**src/rtl/bpc_pkg.sv**
```systemverilog
package bpc_pkg;
  // Which source drives the predicted next PC
  typedef enum logic [1:0] {
    TSRC_SEQ = 2'd0,
    TSRC_RAS = 2'd1,
    TSRC_BTB = 2'd2,
    TSRC_IND = 2'd3
  } tsrc_e;
endpackage

```
**src/rtl/bpc_ret_stack.sv**
```systemverilog
// Circular return-address stack; top pointer wraps on overflow/underflow.
module bpc_ret_stack #(
  parameter int DEPTH = 16,
  parameter int PC_W  = 32
) (
  input  logic                       clk,
  input  logic                       rst,
  input  logic                       push,
  input  logic [PC_W-1:0]            push_val,
  input  logic                       pop,
  input  logic                       restore,
  input  logic [$clog2(DEPTH)-1:0]   rs_idx,
  input  logic [PC_W-1:0]            rs_val,
  output logic [$clog2(DEPTH)-1:0]   top_idx,
  output logic [PC_W-1:0]            top_val
);
  localparam int IDX_W = $clog2(DEPTH);

  logic [PC_W-1:0]  mem [DEPTH];
  logic [IDX_W-1:0] tp;
  logic [IDX_W-1:0] tp_up;

  assign tp_up = tp + 1'b1;

  always_ff @(posedge clk) begin
    if (rst)          tp <= '0;
    else if (restore) tp <= rs_idx;
    else if (push)    tp <= tp_up;
    else if (pop)     tp <= tp - 1'b1;
  end

  // single write port, no reset: maps onto distributed RAM
  always_ff @(posedge clk) begin
    if (restore)   mem[rs_idx] <= rs_val;
    else if (push) mem[tp_up]  <= push_val;
  end

  assign top_idx = tp;
  assign top_val = mem[tp];
endmodule

```
**src/rtl/bpc_hist_q.sv**
```systemverilog
// Sequence-tagged prediction history: push at the young end, pop at either end,
// associative direction fix by sequence number.
module bpc_hist_q #(
  parameter int DEPTH  = 16,
  parameter int SEQ_W  = 16,
  parameter int PC_W   = 32,
  parameter int RIDX_W = 4
) (
  input  logic              clk,
  input  logic              rst,
  input  logic              push,
  input  logic [SEQ_W-1:0]  push_seq,
  input  logic [PC_W-1:0]   push_pc,
  input  logic              push_tkn,
  input  logic              push_used,
  input  logic [RIDX_W-1:0] push_ridx,
  input  logic [PC_W-1:0]   push_rval,
  input  logic              push_pushed,
  input  logic              push_ind,
  input  logic              pop_head,
  input  logic              pop_tail,
  input  logic              fix_vld,
  input  logic [SEQ_W-1:0]  fix_seq,
  input  logic              fix_tkn,
  output logic              fix_hit,
  output logic [PC_W-1:0]   fix_pc,
  output logic              fix_ind,
  output logic [SEQ_W-1:0]  head_seq,
  output logic [PC_W-1:0]   head_pc,
  output logic              head_tkn,
  output logic [SEQ_W-1:0]  tail_seq,
  output logic              tail_used,
  output logic [RIDX_W-1:0] tail_ridx,
  output logic [PC_W-1:0]   tail_rval,
  output logic              tail_pushed,
  output logic              full,
  output logic              empty
);
  localparam int PTR_W = $clog2(DEPTH);
  localparam int CNT_W = $clog2(DEPTH + 1);

  logic [PTR_W-1:0]  hd, tl, tl_m1;
  logic [CNT_W-1:0]  cnt;
  logic              e_vld    [DEPTH];
  logic [SEQ_W-1:0]  e_seq    [DEPTH];
  logic [PC_W-1:0]   e_pc     [DEPTH];
  logic              e_tkn    [DEPTH];
  logic              e_used   [DEPTH];
  logic [RIDX_W-1:0] e_ridx   [DEPTH];
  logic [PC_W-1:0]   e_rval   [DEPTH];
  logic              e_pushed [DEPTH];
  logic              e_ind    [DEPTH];
  logic [DEPTH-1:0]  match;

  assign tl_m1 = tl - 1'b1;

  always_ff @(posedge clk) begin
    if (rst) begin
      hd  <= '0;
      tl  <= '0;
      cnt <= '0;
      for (int i = 0; i < DEPTH; i++) e_vld[i] <= 1'b0;
    end else begin
      if (push)          tl <= tl + 1'b1;
      else if (pop_tail) tl <= tl_m1;
      if (pop_head)      hd <= hd + 1'b1;
      cnt <= cnt + CNT_W'(push) - CNT_W'(pop_head | pop_tail);
      for (int i = 0; i < DEPTH; i++) begin
        if (push && PTR_W'(i) == tl)
          e_vld[i] <= 1'b1;
        else if ((pop_head && PTR_W'(i) == hd) || (pop_tail && PTR_W'(i) == tl_m1))
          e_vld[i] <= 1'b0;
      end
    end
  end

  // payload: no reset, guarded by e_vld
  always_ff @(posedge clk) begin
    if (push) begin
      e_seq[tl]    <= push_seq;
      e_pc[tl]     <= push_pc;
      e_used[tl]   <= push_used;
      e_ridx[tl]   <= push_ridx;
      e_rval[tl]   <= push_rval;
      e_pushed[tl] <= push_pushed;
      e_ind[tl]    <= push_ind;
    end
    for (int i = 0; i < DEPTH; i++) begin
      if (push && PTR_W'(i) == tl)     e_tkn[i] <= push_tkn;
      else if (fix_vld && match[i])    e_tkn[i] <= fix_tkn;
    end
  end

  always_comb begin
    fix_hit = 1'b0;
    fix_pc  = '0;
    fix_ind = 1'b0;
    for (int i = 0; i < DEPTH; i++) begin
      match[i] = e_vld[i] && (e_seq[i] == fix_seq);
      if (match[i]) begin
        fix_hit = 1'b1;
        fix_pc  = e_pc[i];
        fix_ind = e_ind[i];
      end
    end
  end

  assign head_seq    = e_seq[hd];
  assign head_pc     = e_pc[hd];
  assign head_tkn    = e_tkn[hd];
  assign tail_seq    = e_seq[tl_m1];
  assign tail_used   = e_used[tl_m1];
  assign tail_ridx   = e_ridx[tl_m1];
  assign tail_rval   = e_rval[tl_m1];
  assign tail_pushed = e_pushed[tl_m1];
  assign full        = (cnt == CNT_W'(DEPTH));
  assign empty       = (cnt == '0);
endmodule

```
**src/rtl/brpred_ctrl.sv**
```systemverilog
module brpred_ctrl
  import bpc_pkg::*;
#(
  parameter int PC_W       = 32,
  parameter int SEQ_W      = 16,
  parameter int HQ_DEPTH   = 16,
  parameter int RAS_DEPTH  = 16,
  parameter int INST_BYTES = 4,
  parameter bit USE_IND    = 1'b1
) (
  input  logic             clk,
  input  logic             rst,
  input  logic             pred_valid,
  input  logic [SEQ_W-1:0] pred_seq,
  input  logic [PC_W-1:0]  pred_pc,
  input  logic             br_uncond,
  input  logic             br_call,
  input  logic             br_ret,
  input  logic             br_direct,
  input  logic             dir_guess,
  input  logic             btb_hit,
  input  logic [PC_W-1:0]  btb_tgt,
  input  logic             ind_hit,
  input  logic [PC_W-1:0]  ind_tgt,
  output logic             pred_rdy,
  output logic             hq_full,
  output logic             npc_vld,
  output logic             npc_tkn,
  output logic [PC_W-1:0]  npc,
  input  logic             cmt_req,
  input  logic [SEQ_W-1:0] cmt_seq,
  input  logic             sq_req,
  input  logic [SEQ_W-1:0] sq_seq,
  input  logic             misp_vld,
  input  logic [SEQ_W-1:0] misp_seq,
  input  logic             misp_tkn,
  input  logic [PC_W-1:0]  misp_tgt,
  output logic             trn_vld,
  output logic [PC_W-1:0]  trn_pc,
  output logic             trn_tkn,
  output logic             btb_upd_vld,
  output logic [PC_W-1:0]  btb_upd_pc,
  output logic [PC_W-1:0]  btb_upd_tgt,
  output logic             ind_upd_vld,
  output logic [SEQ_W-1:0] ind_upd_seq,
  output logic [PC_W-1:0]  ind_upd_tgt
);
  localparam int RIDX_W = $clog2(RAS_DEPTH);

  // ---------------- prediction decode ----------------
  logic            guess, use_btb, lk_hit, ret_tk, ind_look, final_tk, call_push;
  logic [PC_W-1:0] seq_pc, tgt;
  tsrc_e           tsrc;

  assign seq_pc    = pred_pc + PC_W'(INST_BYTES);
  assign guess     = br_uncond | dir_guess;
  assign use_btb   = br_direct | !USE_IND;
  assign lk_hit    = use_btb ? btb_hit : ind_hit;
  assign ret_tk    = guess & br_ret;
  assign ind_look  = guess & !br_ret & !use_btb;
  assign final_tk  = guess & (br_ret | lk_hit);
  // conditional call that misses: push cancelled (net of push-then-pop)
  assign call_push = guess & br_call & !br_ret & (lk_hit | br_uncond);

  logic [RIDX_W-1:0] ras_idx;
  logic [PC_W-1:0]   ras_top;

  always_comb begin
    if (!final_tk)     tsrc = TSRC_SEQ;
    else if (br_ret)   tsrc = TSRC_RAS;
    else if (use_btb)  tsrc = TSRC_BTB;
    else               tsrc = TSRC_IND;
    case (tsrc)
      TSRC_RAS: tgt = ras_top;
      TSRC_BTB: tgt = btb_tgt;
      TSRC_IND: tgt = ind_tgt;
      default:  tgt = seq_pc;
    endcase
  end

  // ---------------- queue sequencing ----------------
  logic             sq_pend, cm_pend;
  logic [SEQ_W-1:0] sq_lim, cm_lim;
  logic             q_empty, sq_pop, cm_pop, fire;
  logic [SEQ_W-1:0] head_seq, tail_seq;
  logic [PC_W-1:0]  head_pc;
  logic             head_tkn, tail_used, tail_pushed;
  logic [RIDX_W-1:0] tail_ridx;
  logic [PC_W-1:0]  tail_rval;
  logic             fix_hit, fix_ind;
  logic [PC_W-1:0]  fix_pc;

  assign sq_pop   = sq_pend && !q_empty && (tail_seq > sq_lim);
  assign cm_pop   = cm_pend && !sq_pend && !q_empty && (head_seq <= cm_lim);
  assign pred_rdy = !hq_full && !sq_pend && !sq_req;
  assign fire     = pred_valid && pred_rdy;

  bpc_ret_stack #(.DEPTH(RAS_DEPTH), .PC_W(PC_W)) u_ras (
    .clk      (clk),
    .rst      (rst),
    .push     (fire & call_push),
    .push_val (seq_pc),
    .pop      ((fire & ret_tk) | (sq_pop & tail_pushed)),
    .restore  (sq_pop & tail_used),
    .rs_idx   (tail_ridx),
    .rs_val   (tail_rval),
    .top_idx  (ras_idx),
    .top_val  (ras_top)
  );

  bpc_hist_q #(.DEPTH(HQ_DEPTH), .SEQ_W(SEQ_W), .PC_W(PC_W), .RIDX_W(RIDX_W)) u_hq (
    .clk         (clk),
    .rst         (rst),
    .push        (fire),
    .push_seq    (pred_seq),
    .push_pc     (pred_pc),
    .push_tkn    (final_tk),
    .push_used   (ret_tk),
    .push_ridx   (ras_idx),
    .push_rval   (ras_top),
    .push_pushed (call_push),
    .push_ind    (ind_look),
    .pop_head    (cm_pop),
    .pop_tail    (sq_pop),
    .fix_vld     (misp_vld),
    .fix_seq     (misp_seq),
    .fix_tkn     (misp_tkn),
    .fix_hit     (fix_hit),
    .fix_pc      (fix_pc),
    .fix_ind     (fix_ind),
    .head_seq    (head_seq),
    .head_pc     (head_pc),
    .head_tkn    (head_tkn),
    .tail_seq    (tail_seq),
    .tail_used   (tail_used),
    .tail_ridx   (tail_ridx),
    .tail_rval   (tail_rval),
    .tail_pushed (tail_pushed),
    .full        (hq_full),
    .empty       (q_empty)
  );

  always_ff @(posedge clk) begin
    if (rst) begin
      sq_pend     <= 1'b0;
      sq_lim      <= '0;
      cm_pend     <= 1'b0;
      cm_lim      <= '0;
      npc_vld     <= 1'b0;
      npc_tkn     <= 1'b0;
      npc         <= '0;
      trn_vld     <= 1'b0;
      trn_pc      <= '0;
      trn_tkn     <= 1'b0;
      btb_upd_vld <= 1'b0;
      btb_upd_pc  <= '0;
      btb_upd_tgt <= '0;
      ind_upd_vld <= 1'b0;
      ind_upd_seq <= '0;
      ind_upd_tgt <= '0;
    end else begin
      if (sq_req) begin
        sq_pend <= 1'b1;
        sq_lim  <= sq_seq;
      end else if (sq_pend && !sq_pop) begin
        sq_pend <= 1'b0;
      end
      if (cmt_req) begin
        cm_pend <= 1'b1;
        cm_lim  <= cmt_seq;
      end else if (cm_pend && !sq_pend && !cm_pop) begin
        cm_pend <= 1'b0;
      end
      npc_vld <= fire;
      npc_tkn <= fire & final_tk;
      if (fire) npc <= tgt;
      trn_vld <= cm_pop;
      if (cm_pop) begin
        trn_pc  <= head_pc;
        trn_tkn <= head_tkn;
      end
      btb_upd_vld <= misp_vld & fix_hit & misp_tkn & !fix_ind;
      ind_upd_vld <= misp_vld & fix_hit & misp_tkn & fix_ind;
      if (misp_vld) begin
        btb_upd_pc  <= fix_pc;
        btb_upd_tgt <= misp_tgt;
        ind_upd_seq <= misp_seq;
        ind_upd_tgt <= misp_tgt;
      end
    end
  end
endmodule

```
**config.mk**
```make
export PLATFORM = sky130hd
export DESIGN_NAME = brpred_ctrl
export DESIGN_NICKNAME = d
export VERILOG_FILES = /design/src/rtl/bpc_pkg.sv /design/src/rtl/bpc_ret_stack.sv /design/src/rtl/bpc_hist_q.sv /design/src/rtl/brpred_ctrl.sv
export SDC_FILE = /design/constraint.sdc
export NUM_CORES = 2
export LEC_CHECK = 0
export ABC_AREA = 1
export BUFFER_PORTS_ARGS = -buffer_cell sky130_fd_sc_hd__buf_2
export CAP_MARGIN = 20
export CORE_UTILIZATION = 45
export CTS_CLUSTER_DIAMETER = 40
export DETAILED_ROUTE_END_ITERATION = 6
export PLACE_DENSITY = 0.66
export SLEW_MARGIN = 10
export SYNTH_ARGS = -nofsm -noshare
export SYNTH_HDL_FRONTEND = slang
export SYNTH_SLANG_ARGS = --single-unit
```
**constraint.sdc**
```tcl
create_clock -name clk -period 8 [get_ports clk]
set_input_delay 0.4 -clock clk [delete_from_list [all_inputs] [get_ports clk]]
set_output_delay 0.4 -clock clk [all_outputs]
set_load 0.02 [all_outputs]
```
# Word-level counts from Yosys, hierarchy flattened
# Memories as Yosys holds them, arrays and structs flattened. A register that Yosys moved wholly into a read port is not among the register bits.
# Cells that the tools add are included.
totals:
  reg_bits: 168
  mem_bits_rw: 1936
  in_bits: 206
  wordCells: 597
  mem_count: 10
classes:
  n_addsub: 8
  n_lt_le_gt_ge: 2
  n_eq_ne: 65
  n_mux: 302
  n_bitwise: 69
  n_reduce_logical: 124
mem_list:
  columns: ["name", "depth", "width", "rd", "rd_ports_with_merged_regs", "write_ports", "line", "source"]
  rows:
  - ["u_hq.e_pc", 16, 32, 17, 1, 1, "bpc_hist_q.sv:46", "logic [PC_W-1:0] e_pc [DEPTH];"]
  - ["u_hq.e_rval", 16, 32, 1, 0, 1, "bpc_hist_q.sv:50", "logic [PC_W-1:0] e_rval [DEPTH];"]
  - ["u_ras.mem", 16, 32, 1, 1, 1, "bpc_ret_stack.sv:19", "logic [PC_W-1:0] mem [DEPTH];"]
  - ["u_hq.e_seq", 16, 16, 18, 1, 1, "bpc_hist_q.sv:45", "logic [SEQ_W-1:0] e_seq [DEPTH];"]
  - ["u_hq.e_ridx", 16, 4, 1, 0, 1, "bpc_hist_q.sv:49", "logic [RIDX_W-1:0] e_ridx [DEPTH];"]
  - ["u_hq.e_ind", 16, 1, 16, 0, 1, "bpc_hist_q.sv:52", "logic e_ind [DEPTH];"]
  - ["+4 memories", null, null, null, null, null, null, null]
ops:
  columns: ["op", "n"]
  rows:
  - ["2-to-1 mux 32 bit", 17]
  - ["2-to-1 mux 1 bit", 272]
  - ["equality test 16 bit", 16]
  - ["equality test 4 bit, first input constant", 24]
  - ["one-hot mux 32 bit (3 select lines)", 1]
  - ["logical AND 1 bit", 90]
  - ["OR 1 bit", 53]
  - ["equality test 3 x 4 -> 1 bit, first input constant", 12]
  - ["2-to-1 mux 4 bit", 10]
  - ["adder 32 x 3 -> 32 bit, second input constant", 1]
  - ["OR reduction 32 bit", 1]
  - ["equality test 2 x 4 -> 1 bit, first input constant", 6]
  - ["AND 1 bit", 16]
  - ["greater-than comparator 16 bit", 1]
  - ["<= comparator 16 bit", 1]
  - ["logical OR 1 bit", 16]
  - ["adder 4 x 1 -> 4 bit, second input constant", 3]
  - ["equality test 1 x 4 -> 1 bit, first input constant", 3]
  - ["logical NOT 4 bit", 3]
  - ["logical NOT 1 bit", 9]
  - ["subtractor 4 x 1 -> 4 bit, second input constant", 2]
  - ["nonzero test 2 bit", 3]
  - ["adder 5 x 1 -> 5 bit", 1]
  - ["equality test 5 bit, second input constant", 1]
  - ["6 further kinds", 8]

# Longest topological paths before layout
# An unclocked memory read counts as a cell.
depth:
  depth_word: 22
  ltp_mapped: 35
  ltp_nobuf: 27

# By module
# A second synthesis with hierarchy kept.
unflattened:
  cells_unflattened: 9529
  area_unflattened_um2: 98318.0
modules_own_cells:
  columns: ["mod", "n_inst", "cells_per_inst", "area_per_inst_um2"]
  rows:
  - ["bpc_hist_q", 1, 6312, 66939.2]
  - ["bpc_ret_stack", 1, 1806, 21852.2]
  - ["brpred_ctrl", 1, 1411, 9526.6]

# Worst setup path before layout
# OpenSTA, ideal clock, no wires.
synth_path:
  kind: "flip-flop to flip-flop"
  start: "reg u_hq.tl[0]"
  end: "mem u_ras.mem[0][0] (enable)"
  setup_ps: 421
  t_arrival_ps: 6586
  required_ps: 7579
  setup_slack_ps: 993
  path_stages_with_launch: 31
  synth_period_minus_slack_ps: 7007
  cell_sequence: "dfxtp_1 buf_2 inv_2 clkbuf_1 buf_2 clkbuf_1 buf_1 ha_1 clkbuf_1 inv_1 buf_2 clkbuf_1 clkbuf_1 buf_1 a21oi_1 o21ai_0 o21ai_0 a221oi_1 ha_1 nand2_1 nor2_1 nand4_1 nor3_1 nor3_1 a21boi_1 nand2_1 inv_2 nor2_1 inv_1 nand3_1 nor2_1"
synth_between:
  elab_chain_len: 9
  word_cells_on_any_way: 14
  cone_classes: "1 x add/sub; 1 x order compare; 6 x mux; 1 x bitwise; 2 x reduce/logical; 3 x memory"
synth_rtl:
  columns: ["item", "line", "source"]
  rows:
  - ["from (decl)", "bpc_hist_q.sv:42", "logic [PTR_W-1:0] hd, tl, tl_m1;"]
  - ["from (signal assigned)", "bpc_hist_q.sv:64", "if (push) tl <= tl + 1'b1;"]
  - ["from (signal assigned)", "bpc_hist_q.sv:65", "else if (pop_tail) tl <= tl_m1;"]
  - ["subtractor 4 x 1 -> 4 bit *", "bpc_hist_q.sv:55", "assign tl_m1 = tl - 1'b1;"]
  - ["memory (16 x 16 bit)", null, null]
  - ["greater-than comparator 16 bit", "brpred_ctrl.sv:93", "assign sq_pop = sq_pend && !q_empty && (tail_seq > sq_lim);"]
  - ["logical AND 1 bit", "brpred_ctrl.sv:93", null]
  - ["AND 1 bit", "brpred_ctrl.sv:104", ".restore (sq_pop & tail_used),"]
  - ["2-to-1 mux 1 bit", "bpc_ret_stack.sv:34", "if (restore) mem[rs_idx] <= rs_val;"]
  - ["2-to-1 mux 1 bit (not written as such)", "bpc_ret_stack.sv:35", "else if (push) mem[tp_up] <= push_val;"]
  - ["OR reduction 32 bit (no line)", null, null]
  - ["2-to-1 mux 4 bit (no line) / 2-to-1 mux 1 bit (equally long branches)", null, null]
  - ["to (decl)", "bpc_ret_stack.sv:19", null]
# Mark *: on every way between the ends. The rest lies on a longest branch, timed or not.

# Final worst setup path
layout_path:
  start: "reg u_hq.tl[0]"
  end: "mem u_ras.mem[6][19] (enable)"
# The elaborated chain is that of the path after synthesis.

==> results_dict.tcl <==
set metrics [dict create \
    cts_made_buffers 327 \
    dpl-instance-area_mm2 0.102 \
    synth_top_flop_cell "edfxtp_1" \
    fin_util_pct 53.3 \
    cts-root-buf "clkbuf_16" \
    cts.clk_slew.worst_paths_ps 60 \
    fp-row-count 170 \
    dp_hpwl_um 216000 \
    yosysSeqAreaShare_pct 63.9 \
    post_cts_buffers 0 \
    timing.critical_path.depth 21 \
    design_area_mm2 0.115 \
    synth_edf_count 1936 \
    io_pins 390 \
    final_nets 9989 \
    worst_pin_slew_ps 1190 \
    wirelength_um 356000 \
    dr.max_layer_used "met5" \
    multi_input_area_mm2 0.0299 \
    postRouteAntennaNets 0 \
    leakage_nw 42.2 \
    cp_slowest_cell "dfxtp_4" \
    synth_cell_types 63 \
    route.met2.wl_um 156000 \
    startpoint_type "flip-flop" \
    core_mm2 0.215 \
    end_kind "flip-flop" \
    worst-path-buf-inv 6 \
    wire_per_inst_um 27.7 \
    htreeDepth 5 \
    tritoncts "yes" \
    status "finished clean" \
    slew_violations 0 \
    met1_length_um 137000 \
    skew_ps 98.7 \
    yosys.cell_count.top_type "edfxtp_1" \
    cts_resized 0 \
    min_period_ps 6360 \
    rsz0062_at_grt "no" \
    track_usage_pct 31.5 \
    cts_max_path_buffers 4 \
    vias 78907 \
    synthesis.area_mm2 0.0975 \
    hold_depth 2 \
    firstDrtPassIters 7 \
    max-cap-violations 0 \
    peakVddDrop_mv 0.311 \
    rr_worst_depth 21 \
    wl_met3_um 40400 \
    hold_violations 0 \
    grt_pass1_vias 73060 \
    setup_viol 0 \
    seq_area_mm2 0.0623 \
    final_layout_size_suffix_gt1_share_pct 12.5 \
    dieArea_mm2 0.219 \
    p_total_w 0.0396 \
    max_freq_mhz 157 \
    period_share_pct 79.5 \
    arrival_ps 6950 \
    nFillCells 18022 \
    grt_first_pass_wirelength_um 503000 \
    die_width_um 468 \
    required_ps 8600 \
    slew_headroom_pct 20.3 \
    grt_max_degree 213 \
    cts_hold_buf 161 \
    die_h_um 468 \
    synthesis.nets 9590 \
    place_congestion 1.02 \
    overflow 0 \
    initial_core_util_pct 45.3 \
    synth_seq_cells 2145 \
    clock-sinks 2145 \
    synth_top_area_share_pct 59.6 \
    synth_top_area_cell "edfxtp_1" \
    synth.area.top_cells "edfxtp_1, o21ai_0, a21oi_1, nand2_1, dfxtp_1" \
    antenna_found_initial 19 \
    synth_cells 9332 \
    path_delay_family "simple AND/OR/NAND/NOR gates" \
    yosysWarnings 0 \
    avgSynthCellArea_um2 10.4 \
    insertion_delay_ps 960 \
    powerDensity_mw_per_mm2 345 \
    drtIter0Drc 11336 \
    numPortBuffers 389 \
    drc 0 \
    critical_path.max_fanout 78 \
    crit_path_max_incr_delay_ps 760 \
    netlist_top_cells_count "edfxtp_1, o21ai_0, nand2_1" \
    synthArstFlopShare_pct 0 \
    worstSetupPathType "flip-flop to flip-flop" \
    hp-class "input pin to flip-flop" \
    post_drt_via_cell_ratio 6.15 \
    cp_cell_sequence "inv_8 -> ha_1 -> xnor2_1 -> inv_1 -> nor2_4 -> a22o_1 -> a221oi_1 -> ha_1 -> nand2_1 -> nor2_1 -> nand4_1 -> o21bai_1 -> a21boi_1 -> buf_4 -> nand2_1 -> inv_2 -> nor2_1 -> inv_1 -> nand3_1 -> nor2_4 -> buf_12" \
    tns_ps 0 \
    area_growth_pct 17.6 \
]
## metrics by stage
stage / setup slack, ps / hold slack [ps] / instances
after floorplan: 993 / 435 / 9332
after global placement: 1880 / 454 / 12075
after detailed placement: 1860 / 456 / 12076
after CTS: 1790 / 8.14 / 12820
after global routing: 1390 / 32.5 / 12825
final: 1640 / 44.5 / 12832
## flip-flops by register name (all words and copies together) (netlist names), 32 cells and up, named ones only
signal and flops:
u_hq.e_pc 512, u_hq.e_rval 512, u_ras.mem 512, u_hq.e_seq 256
u_hq.e_ridx 64, btb_upd_pc 32, ind_upd_tgt 32, npc 32
trn_pc 32
## power by group
part / switching, W / internal (W) / leakage, nW
Combinational: 0.00761 / 0.00258 / 17.7
Sequential: 0.000419 / 0.0147 / 19.2
Clock: 0.00540 / 0.00889 / 5.27
Total: 0.0134 / 0.0262 / 42.2
## placed cells by master (no fill, tap or decap), types with 41 or more instances in the layout
| cell type | n |
|---|---|
| xor2_1 | 78 |
| nor2_4 | 42 |
| o221ai_1 | 41 |
| buf_2 | 388 |
| nand4_1 | 59 |
| dfxtp_1 | 200 |
| buf_4 | 169 |
| clkbuf_16 | 334 |
| nor3_1 | 51 |
| dlygate4sd3_1 | 161 |
| edfxtp_1 | 1936 |
| nand3_1 | 134 |
| mux2i_1 | 130 |
| nor2_1 | 969 |
| o22ai_1 | 229 |
| a22oi_1 | 86 |
| ha_1 | 50 |
| nand2_1 | 1239 |
| inv_1 | 680 |
| o211ai_1 | 146 |
| a21oi_1 | 973 |
| clkinv_2 | 43 |
| o21ai_0 | 1268 |
| a221oi_1 | 52 |
## area by class of cell
cell class	count	share of cell area, %
Clock inverter	213	2.04
Inverter	719	2.38
Multi-Input combinational cell	5805	26.1
Clock buffer	370	7.51
Tap cell	2838	3.10
Sequential cell	2145	54.4
Antenna cell	9	0.0196
Timing Repair Buffer	733	4.47
## cell families after synthesis
kind of cell,after synthesis,share of synthesized area (%)
xor+xnor,110,0.988
fa+ha+maj,52,0.675
mux,132,1.36
simple gates,2576,10.6
flops,2145,63.9
buf+inv,1382,5.77
compound gates,2935,16.7
## worst paths after layout
kind,startpoint,end,slack (ps)
max,u_hq.tl[0],u_ras.mem[6][19],1640
min,rst,npc_vld,40
max reg2reg,u_hq.tl[0],u_ras.mem[6][19],1640
min reg2reg,npc[30],npc[30],460
## routing by layer
layer	vias up	track usage, %
met3	1029	6.43
met1	38320	42.4
met5	-	0
li1	34155	-
met4	2	18.3
met2	5401	47.2
(Power assumes the default switching activity.)
